[src/rtl/mdscan_pkg.sv]
package mdscan_pkg;
  localparam int PRE_BITS   = 32;
  localparam int CMD_BITS   = 16;
  localparam int RD_BITS    = 20;
  localparam int DRV_BITS   = PRE_BITS + CMD_BITS;
  localparam int FRAME_BITS = DRV_BITS + RD_BITS;
  localparam int BIT_W      = $clog2(FRAME_BITS);

  localparam logic [5:0]  CMD_LEAD  = 6'b110110;
  localparam logic [4:0]  REG_ID    = 5'd1;
  localparam logic [4:0]  REG_ABIL  = 5'd4;
  localparam logic [4:0]  REG_PART  = 5'd5;
  localparam logic [15:0] WORD_NONE = 16'hFFFF;
  localparam logic [15:0] WORD_ZERO = 16'h0000;

  typedef enum logic [1:0] {ST_IDLE, ST_ISSUE, ST_WAIT} seq_st_t;
  typedef enum logic [1:0] {PH_ID, PH_ABIL, PH_PART} rd_phase_t;

  function automatic logic resolve_full(input logic [15:0] part, input logic [15:0] abil);
    logic [15:0] n;
    n = part & abil;
    return n[8] | (n[8:6] == 3'b001);
  endfunction
endpackage

[src/rtl/mdscan_mdc_gen.sv]
module mdscan_mdc_gen #(
  parameter int HALF_CYC = 20
) (
  input  logic clk,
  input  logic rst_n,
  output logic mdc,
  output logic fall_now,
  output logic rise_now
);
  localparam int CW = (HALF_CYC > 1) ? $clog2(HALF_CYC) : 1;

  logic [CW-1:0] cnt_q;
  logic          wrap;

  assign wrap     = (cnt_q == CW'(HALF_CYC - 1));
  // strobes mark the clock edge on which mdc changes level
  assign fall_now = wrap & mdc;
  assign rise_now = wrap & ~mdc;

  always_ff @(posedge clk or negedge rst_n) begin
    if (!rst_n) begin
      cnt_q <= '0;
      mdc   <= 1'b0;
    end else if (wrap) begin
      cnt_q <= '0;
      mdc   <= ~mdc;
    end else begin
      cnt_q <= cnt_q + CW'(1);
    end
  end
endmodule

[src/rtl/mdscan_rd_engine.sv]
module mdscan_rd_engine
  import mdscan_pkg::*;
(
  input  logic        clk,
  input  logic        rst_n,
  input  logic        fall_now,
  input  logic        rise_now,
  input  logic        req,
  input  logic [4:0]  phy,
  input  logic [4:0]  regad,
  input  logic        mdio_i,
  output logic        mdio_o,
  output logic        mdio_oe,
  output logic        ack,
  output logic [15:0] rdata
);
  logic                pend_q, act_q;
  logic [4:0]          phy_q, reg_q;
  logic [DRV_BITS-1:0] sh_q;
  logic [BIT_W-1:0]    bit_q;
  logic [15:0]         acc_q;
  logic [DRV_BITS-1:0] frame;
  logic                launch;

  assign frame  = {{PRE_BITS{1'b1}}, CMD_LEAD,
                   (pend_q ? phy_q : phy), (pend_q ? reg_q : regad)};
  assign launch = fall_now & ~act_q & (pend_q | req);

  always_ff @(posedge clk or negedge rst_n) begin
    if (!rst_n) begin
      pend_q  <= 1'b0;
      act_q   <= 1'b0;
      phy_q   <= '0;
      reg_q   <= '0;
      sh_q    <= '0;
      bit_q   <= '0;
      acc_q   <= '0;
      mdio_o  <= 1'b1;
      mdio_oe <= 1'b0;
      ack     <= 1'b0;
      rdata   <= '0;
    end else begin
      ack <= 1'b0;
      if (req) begin
        pend_q <= 1'b1;
        phy_q  <= phy;
        reg_q  <= regad;
      end
      if (launch) begin
        pend_q  <= 1'b0;
        act_q   <= 1'b1;
        bit_q   <= '0;
        mdio_oe <= 1'b1;
        mdio_o  <= frame[DRV_BITS-1];
        sh_q    <= {frame[DRV_BITS-2:0], 1'b0};
      end else if (act_q && fall_now) begin
        if (bit_q == BIT_W'(DRV_BITS - 1)) begin
          mdio_oe <= 1'b0;
          mdio_o  <= 1'b1;
        end else begin
          mdio_o <= sh_q[DRV_BITS-1];
          sh_q   <= {sh_q[DRV_BITS-2:0], 1'b0};
        end
        bit_q <= bit_q + BIT_W'(1);
      end
      if (act_q && rise_now && bit_q >= BIT_W'(DRV_BITS)) begin
        acc_q <= {acc_q[14:0], mdio_i};
        if (bit_q == BIT_W'(FRAME_BITS - 1)) begin
          // last sample is the idle bit: the word sits in the previous 16
          act_q <= 1'b0;
          ack   <= 1'b1;
          rdata <= acc_q;
        end
      end
    end
  end
endmodule

[src/rtl/mdscan_seq.sv]
module mdscan_seq
  import mdscan_pkg::*;
#(
  parameter int          MAX_PHYS   = 4,
  parameter logic [4:0]  FIRST_ADDR = 5'd1,
  parameter logic [4:0]  LAST_ADDR  = 5'd31,
  localparam int         CNT_W      = $clog2(MAX_PHYS + 1)
) (
  input  logic                  clk,
  input  logic                  rst_n,
  input  logic                  start,
  input  logic                  duplex_lock,
  input  logic                  ack,
  input  logic [15:0]           rdata,
  output logic                  req,
  output logic [4:0]            rd_phy,
  output logic [4:0]            rd_reg,
  output logic                  busy,
  output logic                  done,
  output logic                  no_phy,
  output logic [CNT_W-1:0]      phy_count,
  output logic [5*MAX_PHYS-1:0] phy_list,
  output logic [15:0]           adv_word,
  output logic                  full_duplex
);
  seq_st_t    st_q;
  rd_phase_t  ph_q;
  logic [4:0] addr_q;
  logic       begin_pass, present, slot_wr;

  assign begin_pass = (st_q == ST_IDLE) & start;
  assign present    = (rdata != WORD_NONE) & (rdata != WORD_ZERO);
  assign slot_wr    = (st_q == ST_WAIT) & ack & (ph_q == PH_ID) & present;
  assign req        = (st_q == ST_ISSUE);
  assign rd_phy     = (ph_q == PH_PART) ? phy_list[4:0] : addr_q;

  always_comb begin
    case (ph_q)
      PH_ABIL: rd_reg = REG_ABIL;
      PH_PART: rd_reg = REG_PART;
      default: rd_reg = REG_ID;
    endcase
  end

  for (genvar i = 0; i < MAX_PHYS; i++) begin : g_slot
    logic [4:0] slot_q;
    always_ff @(posedge clk or negedge rst_n) begin
      if (!rst_n)
        slot_q <= '0;
      else if (begin_pass)
        slot_q <= '0;
      else if (slot_wr && phy_count == CNT_W'(i))
        slot_q <= addr_q;
    end
    assign phy_list[5*i +: 5] = slot_q;
  end

  always_ff @(posedge clk or negedge rst_n) begin
    if (!rst_n) begin
      st_q        <= ST_IDLE;
      ph_q        <= PH_ID;
      addr_q      <= FIRST_ADDR;
      busy        <= 1'b0;
      done        <= 1'b0;
      no_phy      <= 1'b0;
      phy_count   <= '0;
      adv_word    <= '0;
      full_duplex <= 1'b0;
    end else begin
      done <= 1'b0;
      case (st_q)
        ST_IDLE: begin
          if (start) begin
            busy      <= 1'b1;
            no_phy    <= 1'b0;
            phy_count <= '0;
            addr_q    <= FIRST_ADDR;
            ph_q      <= PH_ID;
            st_q      <= ST_ISSUE;
          end
        end
        ST_ISSUE: st_q <= ST_WAIT;
        ST_WAIT: begin
          if (ack) begin
            case (ph_q)
              PH_ID: begin
                if (present) begin
                  phy_count <= phy_count + CNT_W'(1);
                  ph_q      <= PH_ABIL;
                  st_q      <= ST_ISSUE;
                end else if (addr_q != LAST_ADDR) begin
                  addr_q <= addr_q + 5'd1;
                  st_q   <= ST_ISSUE;
                end else if (phy_count == '0) begin
                  no_phy <= 1'b1;
                  done   <= 1'b1;
                  busy   <= 1'b0;
                  st_q   <= ST_IDLE;
                end else begin
                  ph_q <= PH_PART;
                  st_q <= ST_ISSUE;
                end
              end
              PH_ABIL: begin
                adv_word <= rdata;
                st_q     <= ST_ISSUE;
                if (phy_count == CNT_W'(MAX_PHYS) || addr_q == LAST_ADDR) begin
                  ph_q <= PH_PART;
                end else begin
                  addr_q <= addr_q + 5'd1;
                  ph_q   <= PH_ID;
                end
              end
              default: begin
                if (rdata != WORD_NONE && !duplex_lock)
                  full_duplex <= resolve_full(rdata, adv_word);
                done <= 1'b1;
                busy <= 1'b0;
                st_q <= ST_IDLE;
              end
            endcase
          end
        end
        default: st_q <= ST_IDLE;
      endcase
    end
  end
endmodule

[src/rtl/mdio_scan_duplex.sv]
module mdio_scan_duplex #(
  parameter int  HALF_CYC = 20,
  parameter int  MAX_PHYS = 4,
  localparam int CNT_W    = $clog2(MAX_PHYS + 1)
) (
  input  logic                  clk,
  input  logic                  rst_n,
  input  logic                  start,
  input  logic                  duplex_lock,
  output logic                  mdc,
  output logic                  mdio_o,
  output logic                  mdio_oe,
  input  logic                  mdio_i,
  output logic                  busy,
  output logic                  done,
  output logic                  no_phy,
  output logic [CNT_W-1:0]      phy_count,
  output logic [5*MAX_PHYS-1:0] phy_list,
  output logic [15:0]           adv_word,
  output logic                  full_duplex
);
  logic        fall_now, rise_now, req, ack;
  logic [4:0]  rd_phy, rd_reg;
  logic [15:0] rdata;

  mdscan_mdc_gen #(.HALF_CYC(HALF_CYC)) u_mdc (
    .clk(clk), .rst_n(rst_n), .mdc(mdc),
    .fall_now(fall_now), .rise_now(rise_now)
  );

  mdscan_rd_engine u_eng (
    .clk(clk), .rst_n(rst_n), .fall_now(fall_now), .rise_now(rise_now),
    .req(req), .phy(rd_phy), .regad(rd_reg), .mdio_i(mdio_i),
    .mdio_o(mdio_o), .mdio_oe(mdio_oe), .ack(ack), .rdata(rdata)
  );

  mdscan_seq #(.MAX_PHYS(MAX_PHYS)) u_seq (
    .clk(clk), .rst_n(rst_n), .start(start), .duplex_lock(duplex_lock),
    .ack(ack), .rdata(rdata), .req(req), .rd_phy(rd_phy), .rd_reg(rd_reg),
    .busy(busy), .done(done), .no_phy(no_phy), .phy_count(phy_count),
    .phy_list(phy_list), .adv_word(adv_word), .full_duplex(full_duplex)
  );
endmodule

[config.mk]
export PLATFORM = sky130hd
export DESIGN_NAME = mdio_scan_duplex
export DESIGN_NICKNAME = d
export VERILOG_FILES = /design/src/rtl/mdscan_pkg.sv /design/src/rtl/mdscan_mdc_gen.sv /design/src/rtl/mdscan_rd_engine.sv /design/src/rtl/mdscan_seq.sv /design/src/rtl/mdio_scan_duplex.sv
export SDC_FILE = /design/constraint.sdc
export NUM_CORES = 1
export LEC_CHECK = 0
export CAP_MARGIN = 20
export CELL_PAD_IN_SITES_DETAIL_PLACEMENT = 1
export CELL_PAD_IN_SITES_GLOBAL_PLACEMENT = 1
export CORE_UTILIZATION = 35
export CTS_BUF_LIST = sky130_fd_sc_hd__clkbuf_16
export DETAILED_ROUTE_END_ITERATION = 8
export PLACE_DENSITY_LB_ADDON = 0.1
export SLEW_MARGIN = 20
export SYNTH_ARGS = -nofsm -noshare
export SYNTH_HDL_FRONTEND = slang
export SYNTH_HIERARCHICAL = 1
export SYNTH_SLANG_ARGS = --single-unit
export TNS_END_PERCENT = 1
[constraint.sdc]
create_clock -name clk -period 4 [get_ports clk]
set_input_delay 0.8 -clock clk [delete_from_list [all_inputs] [get_ports clk]]
set_output_delay 0.8 -clock clk [all_outputs]
set_load 0.1 [all_outputs]
## Word level (Yosys, flattened, before mapping)

Cells that the tools add are included.

| operators by class | value |
|---|---|
| add/subtract/negate cells | 4 |
| equality and inequality tests | 32 |
| multiplexer cells | 78 |
| reductions and logical operators | 34 |
| magnitude comparators | 1 |
| bitwise operators | 15 |

Operators by type and width:

| operator | number |
|---|---|
| 2-to-1 mux 48 bit | 3 |
| 2-to-1 mux 5 bit | 17 |
| 2-to-1 mux 1 bit | 30 |
| AND reduction 7 bit | 3 |
| 2-to-1 mux 2 bit | 10 |
| case mux 5 bit (2 select lines) | 2 |
| inequality test 3 bit (second input constant) | 6 |
| inequality test 16 bit (second input constant) | 1 |
| nonzero test 16 bit | 1 |
| nonzero test 2 bit | 8 |
| 2-to-1 mux 7 bit | 2 |
| inequality test 2 bit (second input constant) | 7 |
| 2-to-1 mux 3 bit | 4 |
| case mux 2 bit (2 select lines) | 3 |
| case mux 3 bit (2 select lines) | 2 |
| adder 5 x 1 -> 5 bit (second input constant) | 2 |
| equality test 5 bit (second input constant) | 2 |
| AND 1 bit | 9 |
| AND 9 bit | 1 |
| logical AND 1 bit | 8 |
| inequality test 4 x 3 -> 1 bit (second input constant) | 2 |
| case mux 1 bit (2 select lines) | 4 |
| AND reduction 2 bit | 4 |
| adder 7 x 1 -> 7 bit (second input constant) | 1 |
| 23 further kinds | 32 |

| storage, ports and cells | value |
|---|---|
| logic and storage cells | 190 |
| flip-flop bits (word level) | 160 |
| output and inout bits | 46 |

## Depth between registers and ports, before layout

Gate-level depths: netlist of run 1.

| logic depth | value |
|---|---|
| depth in word-level cells | 7 |
| depth in mapped cells | 8 |
| gate-level depth less buffers | 7 |

## By module

Netlist of run 1, hierarchy kept.

By module, submodules not included:

| module | cells an instance | seq. area each (um^2) | instances | area each (um^2) |
|---|---|---|---|---|
| mdscan_rd_engine | 353 | 2528.7 | 1 | 4404.2 |
| mdscan_seq | 244 | 1302.5 | 1 | 2628.8 |
| mdscan_mdc_gen | 22 | 150.1 | 1 | 280.3 |

## Worst setup path before layout of run 1

No wires, ideal clock.

| timing | value |
|---|---|
| kind | flip-flop to flip-flop |
| start point | register u_mdc.mdc |
| end point | register u_eng.sh_q[4] |
| arrival time | 2281 ps |
| library setup time | 126 ps |
| stages on the path, launching flop included | 7 |
| setup slack | 1593 ps |
| cells stage by stage | dfrtp_1 > and2_1 > nor2b_1 > clkbuf_1 > nand2_1 > clkbuf_1 > a221o_1 |

| on the way | value |
|---|---|
| longest elaborated chain between the ends | 5 |
| elaborated cells between the ends (all ways) | 8 |
| those cells by class | eq/ne: 1; mux: 1; bitwise: 3; reduce/logical: 3 |

RTL lines:

| item | RTL line | RTL |
|---|---|---|
| start: declaration | mdscan_mdc_gen.sv:6 | `output logic mdc,` |
| start signal: assignment | mdscan_mdc_gen.sv:26 | `mdc <= ~mdc;` |
| AND 1 bit (*) | mdscan_mdc_gen.sv:17 | `assign fall_now = wrap & mdc;` |
| via fall_now | mdio_scan_duplex.sv:22 | `logic fall_now, rise_now, req, ack;` |
| AND 1 bit (2 in a row) | mdscan_rd_engine.sv:27 | `assign launch = fall_now & ~act_q & (pend_q \| req);` |
| inequality test 2 x 1 -> 1 bit (no source line) / nonzero test 2 bit (equally long branches) | - |  |
| AND reduction 2 bit (no source line) | - |  |
| end signal: assignment | mdscan_rd_engine.sv:55 | `sh_q <= {frame[DRV_BITS-2:0], 1'b0};` |
| end signal: assignment | mdscan_rd_engine.sv:62 | `sh_q <= {sh_q[DRV_BITS-2:0], 1'b0};` |
| end: declaration | mdscan_rd_engine.sv:19 | `logic [DRV_BITS-1:0] sh_q;` |

The timed path passes the listed nets; every way through them passes the cells marked *.
A chain may end at the register's enable or synchronous reset.

## Final worst setup path of run 1

| timing | value |
|---|---|
| start point | register u_eng.mdio_o |
| end point | output port mdio_o |

RTL lines:

| item | RTL line | RTL |
|---|---|---|
| start: declaration | mdscan_rd_engine.sv:12 | `output logic mdio_o,` |
| start signal: assignment | mdscan_rd_engine.sv:54 | `mdio_o <= frame[DRV_BITS-1];` |
| start signal: assignment | mdscan_rd_engine.sv:61 | `mdio_o <= sh_q[DRV_BITS-1];` |
| end: declaration | mdio_scan_duplex.sv:11 | `output logic mdio_o,` |

No word-level cell between the ends.

==> results of run 1 <==
## metrics by stage
| stage | cells | area [um2] | setup slack (ps) |
|---|---|---|---|
| 6_report | 947 | 8683 | 1140 |
| 5_1_grt | 947 | 8683 | 1091 |
| 4_1_cts | 947 | 8683 | 1114 |
| 3_5_place_dp | 915 | 8089 | 1383 |
| 3_3_place_gp | 915 | 8089 | 1463 |
| 2_1_floorplan | 621 | 7321 | 1593 |
## Yosys cell counts (2+ instances only)
master      n
dfrtp_1   157
mux2i_1    63
mux2_2     62
nand2_1    56
a21oi_1    42
inv_1      23
o21ai_0    22
clkbuf_1   21
nor2_1     21
ha_1       14
nor3_1     13
a221o_1     9
o32ai_1     9
nand2b_1    8
nand3_1     8
o31ai_1     7
buf_2       6
o211ai_1    6
nor2b_1     5
buf_4       4
nand4_1     4
nor4_1      4
and3_1      3
a32oi_1     2
and4b_1     2
buf_1       2
dfstp_2     2
nand3_2     2
nand3b_1    2
nor3_2      2
nor4_4      2
or2_2       2
or3_1       2
## power by group through the flow
stage	clock (mW)	combinational [mW]	sequential (mW)
finish	1.65	0.112	1.62
global route	1.78	0.123	1.62
CTS	1.71	0.116	1.62
detailed placement	0	0.115	1.65
global placement	0	0.113	1.65
floorplan	0	0.0130	1.70
## final cells by class
class / count / share of cell area [%]
inverter: 23 / 0.9942
timing repair buffer: 58 / 6.614
clock inverter: 15 / 1.945
multi-input combinational: 405 / 35.81
sequential: 159 / 45.85
clock buffer: 17 / 4.899
tap: 270 / 3.890
## cell families (layout without fill, tap and decap cells)
| family | after synthesis | after routing | synth area share [%] |
|---|---|---|---|
| mux | 126 | 126 | 18.37 |
| simple gates | 149 | 149 | 11.21 |
| compound gates | 111 | 111 | 9.855 |
| xor+xnor | 2 | 2 | 0.3423 |
| flops | 159 | 159 | 54.44 |
| buf+inv | 57 | 113 | 3.336 |
| fa+ha+maj | 14 | 14 | 2.395 |
| other cells | 1 | 3 | 0.05128 |
## worst paths after layout
kind	slack (ps)	to	start	cells past startpoint
worst max-delay path	1140	mdio_o	u_eng/mdio_o	1
worst min-delay path	450	u_eng/bit_q[4]	rst_n	1
worst max register to register	1390	u_seq/addr_q[0]	u_seq/addr_q[0]	7
worst min register to register	460	u_mdc/cnt_q[0]	u_mdc/cnt_q[0]	1
max in group asynchronous	2710	u_eng/sh_q[3]	rst_n	2
min in group clk	460	u_mdc/cnt_q[0]	u_mdc/cnt_q[0]	1
## layer usage
layer	track usage, %	part of all wire (%)	vias up
met5	0	0	-
met2	27.67	49	57
met1	21.77	47	2536
met3	3.844	2.8	12
met4	5.000	0.97	0
li1	-	-	2304
## flip-flops by register name, indices dropped and copies added (netlist names), 2 cells and up
name and cells:
u_seq/adv_word 16, u_seq/st_q 2, u_seq/phy_count 3, u_eng/rdata 16, u_eng/acc_q 16, u_seq/ph_q 2
u_eng/sh_q 47, u_seq/addr_q 5, u_mdc/cnt_q 5, u_eng/reg_q 5, u_eng/phy_q 5, u_seq/g_slot.slot_q 20
u_eng/bit_q 7
==> impl_metrics.tcl, run 1 <==
set metrics [dict create \
    status "completed" \
    yosys_register_bits 159 \
    synthTopCellsByArea "dfrtp_1, mux2_2, mux2i_1, a21oi_1, nand2_1" \
    numPortBuffers 50 \
    die_y_um 146.6 \
    multiInputGateArea_mm2 0.003109 \
    critPathLaunchType "flip-flop" \
    hold_path.class "input port to async pin" \
    setup_violations 0 \
    p_sw_share_pct 23.90 \
    drc 0 \
    synth_ff_type "dfrtp_1" \
    pwr-share-clk_pct 48.8 \
    globalplace.congestion 0.7420 \
    die_area_mm2 0.02148 \
    clock-sinks 159 \
    clk_latency_ps 420 \
    antenna_found_initial 0 \
    cts-hold-fix-buffers 0 \
    leakage_nw 3.717 \
    core_area_mm2 0.02036 \
    ir_drop_v 0.0002375 \
    critPathKind "flip-flop to output port" \
    fin_skew_ps 10.55 \
    cts_max_path_buffers 2 \
    rsz0062_at_grt "false" \
    p_comb_share_pct 3.3 \
    fin_util_pct 42.64 \
    avgSynthCellArea_um2 11.81 \
    worst-path-buf-inv 1 \
    syn_inst 619 \
    drtIter0Drc 179 \
    finalCritPeriodShare_pct 71.51 \
    viasPerCell 5.184 \
    clk_pin_slew_worst_paths_ps 70 \
    yosysTopAreaCellShare_pct 53.72 \
    power_per_cell_area_mw_per_mm2 390.2 \
    ys_types 65 \
    rows 52 \
    firstDrtPassIters 4 \
    cts-resized-gates 0 \
    fillers 2135 \
    cp_top_family "buffers and inverters" \
    synthArstFlopShare_pct 100.0 \
    internal_power_mw 2.578 \
    vias 4909 \
    grt_usage_pct 16.72 \
    arrival_ps 2060 \
    cp-end-kind "output port" \
    yosys_warnings 6 \
    period_needed_ps 2860 \
    synth_edf_count 0 \
    maxCapViolCount 0 \
    grt_first_pass_wirelength_um 28530 \
    die_w_um 146.6 \
    pin_count 51 \
    p_switching_mw 0.8096 \
    crit_chain "clkdlybuf4s50_1" \
    grt_overflow 0 \
    crit_path_top_delay_cell "clkdlybuf4s50_1" \
    layout.cells.most_common_list "dfrtp_1, mux2i_1, mux2_2" \
    post_cts_buffers 0 \
    yosys.area.top_type "dfrtp_1" \
    syn-cell-area_mm2 0.007313 \
    required_ps 3200 \
    setup_tns_ps 0 \
    hold_ws_ps 449.6 \
    fin_total_pwr_mw 3.388 \
    wl_per_cell_um 17.50 \
    syn_to_final_growth_pct 18.73 \
    grt_max_degree 82 \
    regArea_mm2 0.003981 \
    cts_root_buffer "clkbuf_16" \
    ys_seq_area_share_pct 54.44 \
    hpwl_um 10890 \
    timing.slew.headroom_pct 33.08 \
    timing.fmax_mhz 349.6 \
    start_util_pct 35.91 \
    wl_um 16580 \
    drtAntennaViolNets 0 \
    antennaDiodeCount 0 \
    p_seq_share_pct 47.9 \
    critical_path.max_stage_delay_ps 1120 \
    final_common_cell "dfrtp_1" \
    cts_buffers 17 \
    timing_hold_violations_final 0 \
    first_global_vias 5399 \
    cts_tree "built" \
    cts_max_level 4 \
    slew_violations 0 \
    drive_gt1_share_pct 18.46 \
    worst_slew_pin_slew_ps 1001 \
    nets 683 \
    critPathMaxFanout 2 \
]
Note: power is estimated with default switching activity, not from simulation.
==> inputs of run 2 (changes only) <==
==> constraint.sdc (replaced) <==
create_clock -name clk -period 2.5 [get_ports clk]
set_input_delay 0.5 -clock clk [delete_from_list [all_inputs] [get_ports clk]]
set_output_delay 0.5 -clock clk [all_outputs]
set_load 0.1 [all_outputs]
==> impl_metrics.tcl, run 2 (same netlist as run 1, synthesis figures left out) <==
set metrics [dict create \
    status "completed" \
    grt_max_degree 59 \
    final_cells 965 \
    drtIter0Drc 157 \
    layout.cells.most_common_list "dfrtp_1, buf_4, mux2i_1" \
    antenna_found_initial 0 \
    firstDrtPassIters 4 \
    cts_max_level 4 \
    clock-sinks 159 \
    clk_pin_slew_worst_paths_ps 60 \
    vias 4988 \
    nets 701 \
    die_y_um 146.6 \
    die_area_mm2 0.02148 \
    critPathMaxFanout 42 \
    r2r_setup_slack_ps 260 \
    reg_top3 "u_eng/sh_q: 47 flops, u_seq/g_slot.slot_q: 20 flops" \
    cts_max_path_buffers 2 \
    drive_gt1_share_pct 26.76 \
    regMostFlops "u_eng/sh_q" \
    cp_top_family "simple AND/OR/NAND/NOR gates" \
    worst_slew_pin_slew_ps 645.4 \
    ir_drop_v 0.0003956 \
    final_cell_area_mm2 0.008735 \
    syn_to_final_growth_pct 19.44 \
    grt_usage_pct 17.02 \
    final_common_cell "dfrtp_1" \
    finalCritPeriodShare_pct 89.68 \
    timing.fmax_mhz 446.0 \
    leakage_nw 3.856 \
    core_area_mm2 0.02036 \
    viasPerCell 5.169 \
    crit_path_top_delay_cell "dfrtp_1" \
    r2r-start "u_mdc/cnt_q[0]" \
    critPathLaunchType "flip-flop" \
    timing.slew.headroom_pct 56.69 \
    crit_chain "ha_1 > and3b_4 > and2_1 > nand2_1 > a21oi_4 > buf_12 > mux2i_1" \
    hold_path.class "flip-flop to flip-flop" \
    timing_hold_violations_final 0 \
    hold_start "u_mdc/cnt_q[0]" \
    clk_latency_ps 430 \
    fillers 2169 \
    setup_slack_ps 258.0 \
    setup_tns_ps 0 \
    cp-end-kind "flip-flop" \
    globalplace.congestion 0.7505 \
    drc 0 \
    critical_path.max_stage_delay_ps 370 \
    worst-path-buf-inv 1 \
    fin_skew_ps 11.35 \
    grt_first_pass_wirelength_um 28860 \
    critPathKind "flip-flop to flip-flop" \
    cts_buffers 17 \
    maxCapViolCount 0 \
    rows 52 \
    arrival_ps 2580 \
    wl_um 16560 \
    hold_ws_ps 466.8 \
    die_w_um 146.6 \
    placed_cell_area_mm2 0.008139 \
    required_ps 2840 \
    slew_violations 0 \
    drtAntennaViolNets 0 \
    rsz0062_at_grt "false" \
    cts_root_buffer "clkbuf_16" \
    largest_reg_flops 47 \
    power_per_cell_area_mw_per_mm2 614.4 \
    setup_violations 0 \
    grt_overflow 0 \
    pin_count 51 \
    first_global_vias 5419 \
    hpwl_um 11050 \
    numPortBuffers 50 \
    dp_slack_ps 94.96 \
    period_needed_ps 2242 \
    dp_cells 932 \
    wl_per_cell_um 17.16 \
    cp-startpoint "u_mdc/cnt_q[0]" \
    start_util_pct 35.91 \
    post_cts_buffers 0 \
    cts_tree "built" \
    antennaDiodeCount 0 \
]
-- run 2: changes by cell type in the layout (fill, tap and decap cells not counted), moves of 2 or more --
| cell | before | now |
|---|---|---|
| inv_6 | 8 | 5 |
| clkinv_1 | 0 | 2 |
| buf_12 | 1 | 4 |
| clkinv_4 | 0 | 3 |
| clkdlybuf4s50_1 | 49 | 3 |
| buf_4 | 7 | 67 |
-- run 2: layer usage --
layer	vias up	track usage, %	routed length [um]
met5	-	0	0
li1	2349	-	-
met3	16	3.438	523
met1	2558	22.15	7668
met4	0	5.990	203
met2	65	28.10	8162
-- run 2: worst reg2reg max path, stage by stage (launching register included) --
cell and delay [ps]:
dfrtp_1 370, ha_1 230, and3b_4 250, and2_1 250, nand2_1 280, a21oi_4 230
buf_12 280, mux2i_1 270
-- run 2: worst paths after layout --
path,to,depth (start not counted)
worst max-delay path,u_eng/sh_q[28],7
worst min-delay path,u_mdc/cnt_q[0],1
worst max register to register,u_eng/sh_q[28],7
worst min register to register,u_mdc/cnt_q[0],1
max in group asynchronous,u_eng/sh_q[31],3
min in group asynchronous,u_eng/bit_q[5],2
-- run 2: final cells by class --
type | instances | area, um2 | area share, %
Clock inverter | 15 | 160.2 | 1.834
Sequential cell | 159 | 3981 | 45.58
Inverter | 23 | 86.33 | 0.9884
Multi-Input combinational cell | 405 | 3109 | 35.60
Clock buffer | 17 | 425.4 | 4.870
Timing Repair Buffer | 76 | 634.4 | 7.263
Tap cell | 270 | 337.8 | 3.868
-- run 2: stage by stage --
| step | util, % | power [mW] |
|---|---|---|
| floorplan | - | 2.737 |
| global placement | 39.97 | 2.824 |
| detailed placement | 39.97 | 2.827 |
| CTS | 42.89 | 5.462 |
| global route | 42.89 | 5.570 |
| finish | 42.89 | 5.367 |
-- run 2: repair_timing --
action                     CTS  global route
gates resized for setup      0             1
hold buffers                 1             0
hold endpoints to repair    28             0
setup endpoints to repair    0             3
-- run 2: report_power, final --
part	total, mW	internal (mW)	switching, mW
Clock	2.59	1.48	1.11
Combinational	0.179	0.0376	0.141
Sequential	2.60	2.59	0.00881
==> inputs of run 3 (changes only) <==
--- a/config.mk
+++ b/config.mk
@@ -8,7 +8,7 @@
 export CAP_MARGIN = 20
 export CELL_PAD_IN_SITES_DETAIL_PLACEMENT = 1
 export CELL_PAD_IN_SITES_GLOBAL_PLACEMENT = 1
-export CORE_UTILIZATION = 35
+export CORE_UTILIZATION = 32
 export CTS_BUF_LIST = sky130_fd_sc_hd__clkbuf_16
 export DETAILED_ROUTE_END_ITERATION = 8
 export PLACE_DENSITY_LB_ADDON = 0.1
==> impl_metrics.tcl, run 3 (same netlist as run 1, synthesis figures left out) <==
set metrics [dict create \
    grt_first_pass_wirelength_um 29460 \
    cts_buffers 17 \
    ir_drop_v 0.0003932 \
    firstDrtPassIters 4 \
    timing.fmax_mhz 444.8 \
    core_area_mm2 0.02209 \
    pin_count 51 \
    cts-resized-gates 0 \
    critPathKind "flip-flop to flip-flop" \
    required_ps 2810 \
    grt_usage_pct 15.79 \
    syn_to_final_growth_pct 20.00 \
    wl_um 16960 \
    layout.cells.most_common_list "dfrtp_1, buf_4, mux2i_1" \
    grt_overflow 0 \
    first_global_vias 5510 \
    drc 0 \
    critPathMaxFanout 9 \
    finalCritPeriodShare_pct 89.94 \
    cts_max_level 4 \
    globalplace.congestion 0.7422 \
    clk_pin_slew_worst_paths_ps 70 \
    regMostFlops "u_eng/sh_q" \
    rows 54 \
    post_cts_buffers 0 \
    timing.slew.headroom_pct 55.06 \
    pwr-share-clk_pct 48.6 \
    numPortBuffers 50 \
    hpwl_um 11710 \
    clk_latency_ps 430 \
    drtIter0Drc 240 \
    final_cells 975 \
    wl_per_cell_um 17.40 \
    maxCapViolCount 0 \
    arrival_ps 2550 \
    power_per_cell_area_mw_per_mm2 614.8 \
    p_switching_mw 1.412 \
    die_w_um 153.2 \
    antenna_found_initial 0 \
    dp_cells 943 \
    cts-hold-fix-buffers 0 \
    timing_hold_violations_final 0 \
    leakage_nw 3.876 \
    slew_violations 0 \
    setup_tns_ps 0 \
    drive_gt1_share_pct 27.19 \
    start_util_pct 33.10 \
    die_area_mm2 0.02346 \
    antennaDiodeCount 0 \
    cts_max_path_buffers 2 \
    setup_violations 0 \
    critPathLaunchType "flip-flop" \
    drtAntennaViolNets 0 \
    die_y_um 153.2 \
    clock-sinks 159 \
    fin_skew_ps 11.28 \
    p_seq_share_pct 48.1 \
    hold_path.class "input port to async pin" \
    grt_max_degree 64 \
    rsz0062_at_grt "false" \
    p_comb_share_pct 3.3 \
    fin_util_pct 39.72 \
    status "completed" \
    reg_top3 "u_eng/sh_q: 47 flops, u_seq/g_slot.slot_q: 20 flops" \
    internal_power_mw 3.984 \
    cp-end-kind "flip-flop" \
    nets 701 \
    cts_tree "built" \
    final_common_cell "dfrtp_1" \
    largest_reg_flops 47 \
    period_needed_ps 2248 \
    p_sw_share_pct 26.16 \
    vias 5064 \
    worst_slew_pin_slew_ps 669.6 \
    viasPerCell 5.194 \
    cts_root_buffer "clkbuf_16" \
]
==> run 3: cell types whose count changed in the layout (fill, tap and decap cells not counted), sizes merged <==
cell / change
bufinv: -2
inv: +1
buf: +1
clkinv: +4
dlygate4sd3: -1
clkinvlp: -3
==> run 3: final timing paths <==
path | start | end | slack, ps | cells past startpoint
min in group clk | u_mdc/cnt_q[0] | u_mdc/cnt_q[0] | 470 | 1
setup reg to reg | u_mdc/cnt_q[0] | u_eng/sh_q[7] | 250 | 7
hold / removal | rst_n | u_seq/g_slot[3].slot_q[3] | 50 | 1
max in group asynchronous | rst_n | u_eng/mdio_o | 1660 | 2
hold reg to reg | u_mdc/cnt_q[0] | u_mdc/cnt_q[0] | 470 | 1
setup / recovery | u_mdc/cnt_q[0] | u_eng/sh_q[7] | 250 | 7
==> run 3: through the flow <==
| stage | hold slack, ps | power (mW) | instance area, um2 | setup WS [ps] |
|---|---|---|---|---|
| after floorplan | 204.4 | 2.737 | 7321 | 92.98 |
| after global placement | 449.1 | 2.826 | 8159 | 193.0 |
| after detailed placement | 460.0 | 2.830 | 8159 | 144.2 |
| after CTS | 91.04 | 5.508 | 8776 | 124.2 |
| after global routing | 96.29 | 5.636 | 8776 | 88.09 |
| final | 54.65 | 5.395 | 8776 | 251.6 |
==> run 3: worst max-delay path, cell delays in order, from the launching register on <==
cell and delay [ps]:
dfrtp_1 370, ha_1 230, and3b_4 250, and2_1 240
and2_0 370, buf_4 240, o32ai_1 110, a221o_1 310
==> run 3: power by group through the flow <==
stage	Sequential (mW)	Combinational (mW)	Clock (mW)
finish	2.59	0.179	2.62
floorplan	2.72	0.0208	0
detailed placement	2.64	0.186	0
global route	2.60	0.196	2.84
global placement	2.64	0.182	0
CTS	2.59	0.186	2.73
==> run 3: cell type report <==
type	count	area, um2
Clock buffer	17	425.4
Clock inverter	15	191.4
Fill cell	2362	13320
Inverter	23	86.33
Multi-Input combinational cell	405	3109
Sequential cell	159	3981
Tap cell	280	350.3
Timing Repair Buffer	76	631.9
==> run 3: layer usage <==
metal,routed length (um),part of all wire [%],GRT usage [%]
met5,0,0,0
met4,217,1.3,5.291
met3,416,2.5,3.289
met2,8344,49,26.42
met1,7982,47,20.29
